==> config.mk <==
export PLATFORM = sky130hd
export DESIGN_NAME = memerr_capture
export DESIGN_NICKNAME = d
export VERILOG_FILES = /design/src/rtl/memerr_pkg.sv /design/src/rtl/memerr_ctrl.sv /design/src/rtl/memerr_dp.sv /design/src/rtl/memerr_capture.sv
export SDC_FILE = /design/constraint.sdc
export NUM_CORES = 1
export LEC_CHECK = 0
export ABC_AREA = 0
export BUFFER_PORTS_ARGS = -buffer_cell sky130_fd_sc_hd__buf_2
export CORE_ASPECT_RATIO = 1.2
export CORE_MARGIN = 4
export CORE_UTILIZATION = 47
export CTS_CLUSTER_SIZE = 24
export DETAILED_ROUTE_END_ITERATION = 10
export PLACE_DENSITY = 0.77
export SETUP_SLACK_MARGIN = 0.1
export SKIP_LAST_GASP = 1
export SLEW_MARGIN = 20
export SYNTH_ARGS = -nofsm -noshare
export SYNTH_HDL_FRONTEND = slang
export SYNTH_SLANG_ARGS = --single-unit
==> constraint.sdc <==
create_clock -name clk -period 2.55 [get_ports clk]
set_input_delay 0.3825 -clock clk [delete_from_list [all_inputs] [get_ports clk]]
set_output_delay 0.3825 -clock clk [all_outputs]
set_load 0.01 [all_outputs]
==> src/rtl/memerr_pkg.sv <==
package memerr_pkg;
  localparam int REG_W   = 32;
  localparam int ID_W    = 8;
  localparam int FLAG_W  = 4;
  localparam int SRC_W   = 3;
  localparam int RADDR_W = 3;
  localparam int NUM_SRC = 5;

  // incoming flag positions
  localparam int FL_SOFT = 0;
  localparam int FL_HARD = 1;
  localparam int FL_ECC  = 2;
  localparam int FL_INV  = 3;

  // memory status word layout
  localparam int ST_PERIPH_ID_LSB = 0;
  localparam int ST_RENDER_ID_LSB = 8;
  localparam int ST_SRC_LSB       = 16;
  localparam int ST_SOFT          = 21;
  localparam int ST_HARD          = 22;
  localparam int ST_MULTI         = 23;
  localparam int ST_ECC           = 24;
  localparam int ST_INV           = 25;

  // cpu status word layout
  localparam int CS_VALID    = 0;
  localparam int CS_MULTI    = 1;
  localparam int CS_CODE_LSB = 2;

  typedef enum logic [SRC_W-1:0] {
    SRC_CPU    = 3'd0,
    SRC_VIDEO  = 3'd1,
    SRC_GFX    = 3'd2,
    SRC_RENDER = 3'd3,
    SRC_PERIPH = 3'd4
  } reqSrc_e;

  typedef enum logic [RADDR_W-1:0] {
    RA_MSTAT = 3'd0,
    RA_MADDR = 3'd1,
    RA_SYN   = 3'd2,
    RA_CHK   = 3'd3,
    RA_CSTAT = 3'd4,
    RA_CADDR = 3'd5
  } regAddr_e;

  typedef struct packed {
    logic memLoad;
    logic memMulti;
    logic memClear;
    logic cpuLoad;
    logic cpuMulti;
    logic cpuClear;
  } ctlStrobes_t;
endpackage

==> src/rtl/memerr_ctrl.sv <==
module memerr_ctrl
  import memerr_pkg::*;
(
  input  logic                 memErrValid,
  input  logic                 cpuErrValid,
  input  logic                 regWrEn,
  input  logic [RADDR_W-1:0]   regAddr,
  input  logic [REG_W-1:0]     regWrData,
  input  logic                 memBusy,
  input  logic                 cpuBusy,
  output ctlStrobes_t          strobes
);
  logic zeroWrite;
  logic memClrWr;
  logic cpuClrWr;

  assign zeroWrite = regWrEn && (regWrData == '0);
  assign memClrWr  = zeroWrite && (regAddr == RA_MSTAT);
  assign cpuClrWr  = zeroWrite && (regAddr == RA_CSTAT);

  // A clear in the same cycle as an error frees the slot for the new error
  always_comb begin
    strobes.memLoad  = memErrValid && (!memBusy || memClrWr);
    strobes.memMulti = memErrValid && memBusy && !memClrWr;
    strobes.memClear = memClrWr && !memErrValid;
    strobes.cpuLoad  = cpuErrValid && (!cpuBusy || cpuClrWr);
    strobes.cpuMulti = cpuErrValid && cpuBusy && !cpuClrWr;
    strobes.cpuClear = cpuClrWr && !cpuErrValid;
  end
endmodule

==> src/rtl/memerr_dp.sv <==
module memerr_dp
  import memerr_pkg::*;
#(
  parameter int ADDR_W     = 32,
  parameter int SYN_W      = 8,
  parameter int CHK_W      = 8,
  parameter int CPU_CODE_W = 4
) (
  input  logic                  clk,
  input  logic                  rstN,
  input  ctlStrobes_t           strobes,
  input  logic [ADDR_W-1:0]     memErrAddr,
  input  logic [FLAG_W-1:0]     memErrFlags,
  input  logic [SRC_W-1:0]      memErrSource,
  input  logic [ID_W-1:0]       memErrId,
  input  logic [SYN_W-1:0]      memErrSyndrome,
  input  logic [CHK_W-1:0]      memErrCheck,
  input  logic [ADDR_W-1:0]     cpuErrByteAddr,
  input  logic [CPU_CODE_W-1:0] cpuErrCode,
  input  logic [RADDR_W-1:0]    regAddr,
  output logic [REG_W-1:0]      regRdData,
  output logic                  memBusy,
  output logic                  cpuBusy,
  output logic                  memFatal
);
  localparam int CWADDR_W   = ADDR_W - 2;
  localparam int CPU_STAT_W = CS_CODE_LSB + CPU_CODE_W;

  logic [REG_W-1:0]      memStatQ;
  logic [ADDR_W-1:0]     memAddrQ;
  logic [SYN_W-1:0]      synQ;
  logic [CHK_W-1:0]      chkQ;
  logic [CPU_STAT_W-1:0] cpuStatQ;
  logic [CWADDR_W-1:0]   cpuAddrQ;

  logic [NUM_SRC-1:0]    srcHit;
  logic [REG_W-1:0]      newStat;
  logic [CPU_STAT_W-1:0] newCpuStat;

  for (genvar s = 0; s < NUM_SRC; s++) begin : g_src
    assign srcHit[s] = (memErrSource == SRC_W'(s));
  end

  always_comb begin
    newStat = '0;
    newStat[ST_SOFT] = memErrFlags[FL_SOFT];
    newStat[ST_HARD] = memErrFlags[FL_HARD];
    newStat[ST_ECC]  = memErrFlags[FL_ECC];
    newStat[ST_INV]  = memErrFlags[FL_INV];
    newStat[ST_SRC_LSB +: NUM_SRC] = srcHit;
    if (srcHit[SRC_RENDER]) newStat[ST_RENDER_ID_LSB +: ID_W] = memErrId;
    if (srcHit[SRC_PERIPH]) newStat[ST_PERIPH_ID_LSB +: ID_W] = memErrId;
  end

  always_comb begin
    newCpuStat = '0;
    newCpuStat[CS_VALID] = 1'b1;
    newCpuStat[CS_CODE_LSB +: CPU_CODE_W] = cpuErrCode;
  end

  always_ff @(posedge clk or negedge rstN) begin
    if (!rstN) begin
      memStatQ <= '0;
      memAddrQ <= '0;
      synQ     <= '0;
      chkQ     <= '0;
    end else if (strobes.memLoad) begin
      memStatQ <= newStat;
      memAddrQ <= memErrAddr;
      synQ     <= memErrFlags[FL_ECC] ? memErrSyndrome : '0;
      chkQ     <= memErrFlags[FL_ECC] ? memErrCheck    : '0;
    end else if (strobes.memMulti) begin
      memStatQ[ST_MULTI] <= 1'b1;
    end else if (strobes.memClear) begin
      memStatQ <= '0;
    end
  end

  always_ff @(posedge clk or negedge rstN) begin
    if (!rstN) begin
      cpuStatQ <= '0;
      cpuAddrQ <= '0;
    end else if (strobes.cpuLoad) begin
      cpuStatQ <= newCpuStat;
      cpuAddrQ <= cpuErrByteAddr[ADDR_W-1:2];
    end else if (strobes.cpuMulti) begin
      cpuStatQ[CS_MULTI] <= 1'b1;
    end else if (strobes.cpuClear) begin
      cpuStatQ <= '0;
    end
  end

  assign memBusy  = (memStatQ != '0);
  assign cpuBusy  = (cpuStatQ != '0);
  assign memFatal = memStatQ[ST_MULTI] | memStatQ[ST_HARD];

  always_comb begin
    case (regAddr)
      RA_MSTAT: regRdData = memStatQ;
      RA_MADDR: regRdData = REG_W'(memAddrQ);
      RA_SYN:   regRdData = REG_W'(synQ);
      RA_CHK:   regRdData = REG_W'(chkQ);
      RA_CSTAT: regRdData = REG_W'(cpuStatQ);
      RA_CADDR: regRdData = REG_W'(cpuAddrQ);
      default:  regRdData = '0;
    endcase
  end
endmodule

==> src/rtl/memerr_capture.sv <==
module memerr_capture
  import memerr_pkg::*;
#(
  parameter int ADDR_W     = 32,
  parameter int SYN_W      = 8,
  parameter int CHK_W      = 8,
  parameter int CPU_CODE_W = 4
) (
  input  logic                  clk,
  input  logic                  rstN,
  input  logic                  memErrValid,
  input  logic [ADDR_W-1:0]     memErrAddr,
  input  logic [3:0]            memErrFlags,
  input  logic [2:0]            memErrSource,
  input  logic [7:0]            memErrId,
  input  logic [SYN_W-1:0]      memErrSyndrome,
  input  logic [CHK_W-1:0]      memErrCheck,
  input  logic                  cpuErrValid,
  input  logic [ADDR_W-1:0]     cpuErrByteAddr,
  input  logic [CPU_CODE_W-1:0] cpuErrCode,
  input  logic                  regWrEn,
  input  logic [2:0]            regAddr,
  input  logic [31:0]           regWrData,
  output logic [31:0]           regRdData,
  output logic                  memIrq,
  output logic                  cpuIrq,
  output logic                  memFatal
);
  ctlStrobes_t strobes;
  logic memBusy;
  logic cpuBusy;

  memerr_ctrl u_ctrl (
    .memErrValid (memErrValid),
    .cpuErrValid (cpuErrValid),
    .regWrEn     (regWrEn),
    .regAddr     (regAddr),
    .regWrData   (regWrData),
    .memBusy     (memBusy),
    .cpuBusy     (cpuBusy),
    .strobes     (strobes)
  );

  memerr_dp #(
    .ADDR_W     (ADDR_W),
    .SYN_W      (SYN_W),
    .CHK_W      (CHK_W),
    .CPU_CODE_W (CPU_CODE_W)
  ) u_dp (
    .clk            (clk),
    .rstN           (rstN),
    .strobes        (strobes),
    .memErrAddr     (memErrAddr),
    .memErrFlags    (memErrFlags),
    .memErrSource   (memErrSource),
    .memErrId       (memErrId),
    .memErrSyndrome (memErrSyndrome),
    .memErrCheck    (memErrCheck),
    .cpuErrByteAddr (cpuErrByteAddr),
    .cpuErrCode     (cpuErrCode),
    .regAddr        (regAddr),
    .regRdData      (regRdData),
    .memBusy        (memBusy),
    .cpuBusy        (cpuBusy),
    .memFatal       (memFatal)
  );

  assign memIrq = memBusy;
  assign cpuIrq = cpuBusy;
endmodule

* Word level (Yosys, flattened, before mapping)
Cells that the tools add are included.
Word-level totals: output and inout bits 35, input bits 139, logic and storage cells 65, bits in registers 116
Cells by class: reductions and logical operators 30, bitwise operators 1, equal/unequal tests 11, mux-type cells 15
Operator list (number):
- one-hot mux 32 bit (6 select lines) | 1
- 2-to-1 mux 32 bit | 2
- 2-to-1 mux 8 bit | 5
- zero test 32 bit | 1
- nonzero test 32 bit | 1
- 2-to-1 mux 23 bit | 1
- equality test 3 x 2 -> 1 bit (second input constant) | 4
- 2-to-1 mux 6 bit | 2
- logical AND 1 bit | 11
- equality test 3 bit (second input constant) | 3
- equality test 3 x 1 -> 1 bit (second input constant) | 2
- zero test 1 bit | 6
- zero test 3 bit | 2
- nonzero test 3 bit | 2
- nonzero test 6 bit | 1
- 2-to-1 mux 4 bit | 1
- != test 2 x 1 -> 1 bit (second input constant) | 2
- AND reduction 2 bit | 2
- nonzero test 2 bit | 2
- 2-to-1 mux 1 bit | 3
- logical OR 1 bit | 2
- bitwise OR 1 bit | 1

* Depth between registers and ports, before layout
depth after elaboration 7, mapped depth 8, gate-level depth less buffers 5

* Modules after synthesis
From an unflattened synthesis, not the netlist that was laid out.
Second synthesis, totals: cell total of the unflattened synthesis 479, area, all modules 5342.6 um^2
Modules (own cells, without submodules):
- memerr_dp | cells each 452, area each 5172.5 um^2, seq. area each 2752.6 um^2, times used 1
- memerr_ctrl | cells each 27, area each 170.2 um^2, seq. area each 0.0 um^2, times used 1

* Worst setup path after synthesis
OpenSTA, ideal clock, no wires.
path type in2reg, start in regWrData[26], end reg u_dp.cpuAddrQ[0], path buffers 2, required time 2.425 ns, setup time 0.125 ns, stages on the path 6, slack 0.185 ns, data arrival time 2.240 ns, cell sequence or3_1 -> or4_4 -> buf_6 -> a21oi_4 -> buf_12 -> mux2_4
Between the ends: word-level cells in the longest chain between the ends 5
Ends and longest elaborated chain:
- start, declared | line memerr_capture.sv:23 | input logic [31:0] regWrData,
- zero test 32 bit | line memerr_ctrl.sv:17 | assign zeroWrite = regWrEn && (regWrData == '0);
- logical AND 1 bit | line memerr_ctrl.sv:17
- logical AND 1 bit | line memerr_ctrl.sv:19 | assign cpuClrWr = zeroWrite && (regAddr == RA_CSTAT);
- logical OR 1 bit | line memerr_ctrl.sv:26 | strobes.cpuLoad = cpuErrValid && (!cpuBusy || cpuClrWr);
- logical AND 1 bit | line memerr_ctrl.sv:26
- end signal, assigned | line memerr_dp.sv:85 | cpuAddrQ <= cpuErrByteAddr[ADDR_W-1:2];
- end, declared | line memerr_dp.sv:34 | logic [CWADDR_W-1:0] cpuAddrQ;
Every way passes these cells. A chain may end at the register's enable or synchronous reset.

* Final worst setup path
start reg u_dp.memStatQ[1], end out memIrq
Between the ends: word-level cells in the longest chain between the ends 1
Ends and longest elaborated chain:
- start, declared | line memerr_dp.sv:29 | logic [REG_W-1:0] memStatQ;
- start signal, assigned | line memerr_dp.sv:68 | memStatQ <= newStat;
- nonzero test 32 bit | line memerr_dp.sv:93 | assign memBusy = (memStatQ != '0);
- end, declared | line memerr_capture.sv:25 | output logic memIrq,
Every way passes these cells.

==> flow_summary.yaml <==
floorplanning:
  initial_core_util_pct: 48.2
  core_um2: 11600
  die_w_um: 107
  io_pins: 174
  die_h_um: 127
  rows: 43
  die_area_um2: 13700
cts:
  clk_pin_slew_ns: 0.07
  clock-root-buffer: "clkbuf_16"
  clockBufferDepth: 2
  cts-buffers-inserted: 9
  clk_latency_ns: 0.35
  cts_resized: 0
  clock-sinks: 110
  hold_buffers: 0
  htreeDepth: 3
  cts_setup_buffers: 0
  cts_tree: "yes"
detailed_routing:
  dr_total_vias: 4337
  viasPerCell: 5.27
  drc: 0
  drt-total-wl_mm: 14.5
  ant_nets: 0
  avgRoutedWirePerCell_um: 17.6
  dr.pass1.iters: 4
  drt_iter0_markers: 212
synthesis:
  synth.area.top_cells: "dfrtp_1, mux2i_1, mux2_2, mux2_4, nor2_1"
  avgSynthCellArea_um2: 11.3
  synth_area_leader_cell: "dfrtp_1"
  yosys_warnings: 0
  ys_ff_latch: 110
  muxShareOfSynthArea_pct: 26.7
  synth_top_area_share_pct: 49.4
  synthXorXnorAreaFrac_pct: 0
  synthAdderAreaFrac_pct: 0
  synthSimpleGateAreaFrac_pct: 11.2
  syn_area_um2: 5580
  async_reset_ff_share_pct: 100
  synth_top_family_by_area: "multiplexers"
  synth_enable_flop_cells: 0
  synth_compound_area_share_pct: 7.14
  ys.flop_type: "dfrtp_1"
  synth_nets: 634
  synth.distinct_cells: 40
  yosysSeqAreaShare_pct: 49.4
  syn_inst: 495
worst_setup_path:
  crit_family: "simple AND/OR/NAND/NOR gates"
  reg2reg_depth: 6
  cp.buffers_inverters: 3
  critPathRequiredTime_ns: 2.17
  worstPathArrival_ns: 1.93
  startpoint_type: "flop"
  rrSetupSlack_ns: 0.32
  critical_path.max_stage_delay_ns: 0.54
  rr_endpoint: "u_dp.memStatQ[13]"
  r2r-start: "u_dp.memStatQ[1]"
  slowest_stage: "or4_1"
  crit_chain: "or4_1 > nor4_2 > buf_4 > inv_1 > buf_2"
  critical_path_class: "reg -> out"
  cp_max_fo: 3
  endpoint_kind: "output port"
timing:
  fmax_mhz: 432
  fin_tns_setup_ns: 0
  rsz0062_at_grt: "false"
  fin_skew_ns: 0.00809
  finalWorstSetupSlack_ns: 0.235
  layout_min_cycle_time_ns: 2.32
  timing.final.hold_violations: 0
  relSlewSlack_pct: 40.9
  setup_viol: 0
  maxSlewViolCount: 0
  worstMarginPinSlew_ns: 0.886
  min_period_over_period_pct: 90.8
min_path:
  min_path_type: "in -> async"
power_and_ir_drop:
  ir_drop_uv: 291
  leakagePower_nw: 3.80
  p_per_area_nw_per_um2: 531
global_route:
  antenna_found_initial: 0
  gr-usage-all-layers_pct: 22.1
  grt_pass1_wl_mm: 23.5
  grt_max_degree: 46
  overflow: 0
  grt_pass1_vias: 4601
placed_design:
  io_buffers: 171
  dpl.hpwl_mm: 11.0
  dpl_worst_slack_ns: 0.0255
  gp_congestion: 0.866
finish:
  drive_above_1_share_pct: 43.2
  fillerInstances: 987
  nNetsFinal: 800
  syn_to_final_growth_pct: 25.2
  final_common_cell: "buf_2"
  layout_common_cells: "buf_2, dfrtp_1, mux2i_1, nor2_1, mux2_2"
  n_antenna_cell: 0
run_status:
  status: "complete, no violations"
run:
  max-cap-violations: 0
==> report_power, final <==
part	internal (W)	leakage [nW]	switching, W
Combinational	0.000220	2.32	0.000211
Clock	0.000816	0.152	0.000630
Sequential	0.00180	1.33	0.0000354
==> cells in the mapped netlist (all sizes together) (2+ instances only) <==
| cell | number |
|---|---|
| dfrtp | 110 |
| nor3 | 2 |
| a22oi | 7 |
| a21oi | 22 |
| nand2 | 40 |
| nor2b | 3 |
| nor2 | 50 |
| o21ai | 3 |
| inv | 36 |
| buf | 12 |
| nand2b | 2 |
| or4 | 2 |
| nand3 | 9 |
| clkbuf | 21 |
| a22o | 4 |
| o2bb2ai | 10 |
| o21a | 3 |
| mux2i | 55 |
| o22ai | 7 |
| mux4 | 4 |
| and3 | 3 |
| nor4 | 14 |
| mux2 | 67 |
| nand4 | 2 |
==> through the flow <==
step / power (W) / hold WS, ns / instance area [um^2] / std cells / util, %
after floorplan: 0.00206 / 0.0869 / 5580 / 495 / -
final: 0.00371 / 0.0206 / 6980 / 823 / 60.3
after global placement: 0.00228 / 0.416 / 6670 / 807 / 57.7
after CTS: 0.00374 / 0.0416 / 6980 / 823 / 60.3
after global routing: 0.00387 / 0.0570 / 6980 / 823 / 60.3
after detailed placement: 0.00230 / 0.421 / 6670 / 807 / 57.7
==> kinds of logic (layout without fill, tap and decap cells) <==
kind of cell    Yosys count  after routing
buf+inv                  69            240
simple gates            132            132
compound gates           58             58
flops                   110            110
mux                     126            126
==> area by class of cell <==
class	count	area (um^2)	share of cell area, %
Clock buffer	11	253	3.62
Clock inverter	5	56.3	0.807
Sequential cell	110	2750	39.4
Multi-Input combinational cell	316	2520	36.2
Tap cell	157	196	2.81
Timing Repair Buffer	188	1060	15.2
Inverter	36	135	1.94
==> worst max-delay path by stage <==
| stage | startpoint | slack (ns) | end | depth (start not counted) |
|---|---|---|---|---|
| after global placement | regWrData[4] | 0.08 | u_dp.cpuAddrQ[22] | 7 |
| after detailed placement | regWrData[15] | 0.03 | u_dp.cpuAddrQ[24] | 7 |
| final | u_dp.memStatQ[1] | 0.23 | memIrq | 5 |
| after CTS | u_dp.memStatQ[1] | 0.21 | memIrq | 5 |
| after floorplan | regWrData[26] | 0.19 | u_dp.cpuAddrQ[0] | 6 |
| after global routing | u_dp.memStatQ[1] | 0.13 | memIrq | 5 |
==> metal layers <==
layer | share of wire (%) | wire length (um) | GRT usage [%]
met1 | 41 | 5870 | 27.8
met2 | 51 | 7420 | 37.4
met3 | 5.0 | 731 | 4.04
met4 | 3.1 | 452 | 9.51
met5 | 0 | 0 | 0
==> state kept, by name, summed over array words and instances, names as in the netlist <==
register and count:
u_dp.cpuAddrQ 30, u_dp.chkQ 8, u_dp.synQ 8, u_dp.memAddrQ 32, u_dp.cpuStatQ 6, u_dp.memStatQ 26
==> worst reg2reg max path, delay by kind of cell, from the launching register on <==
| family | cells | cell delay, ns |
|---|---|---|
| AO/OA/AOI/OAI | 1 | 0.27 |
| buffers and inverters | 2 | 0.48 |
| flip-flops | 1 | 0.42 |
| multiplexers | 1 | 0.17 |
| AND/OR/NAND/NOR | 2 | 0.80 |
No activity file was read; power rests on OpenSTA's default activity.
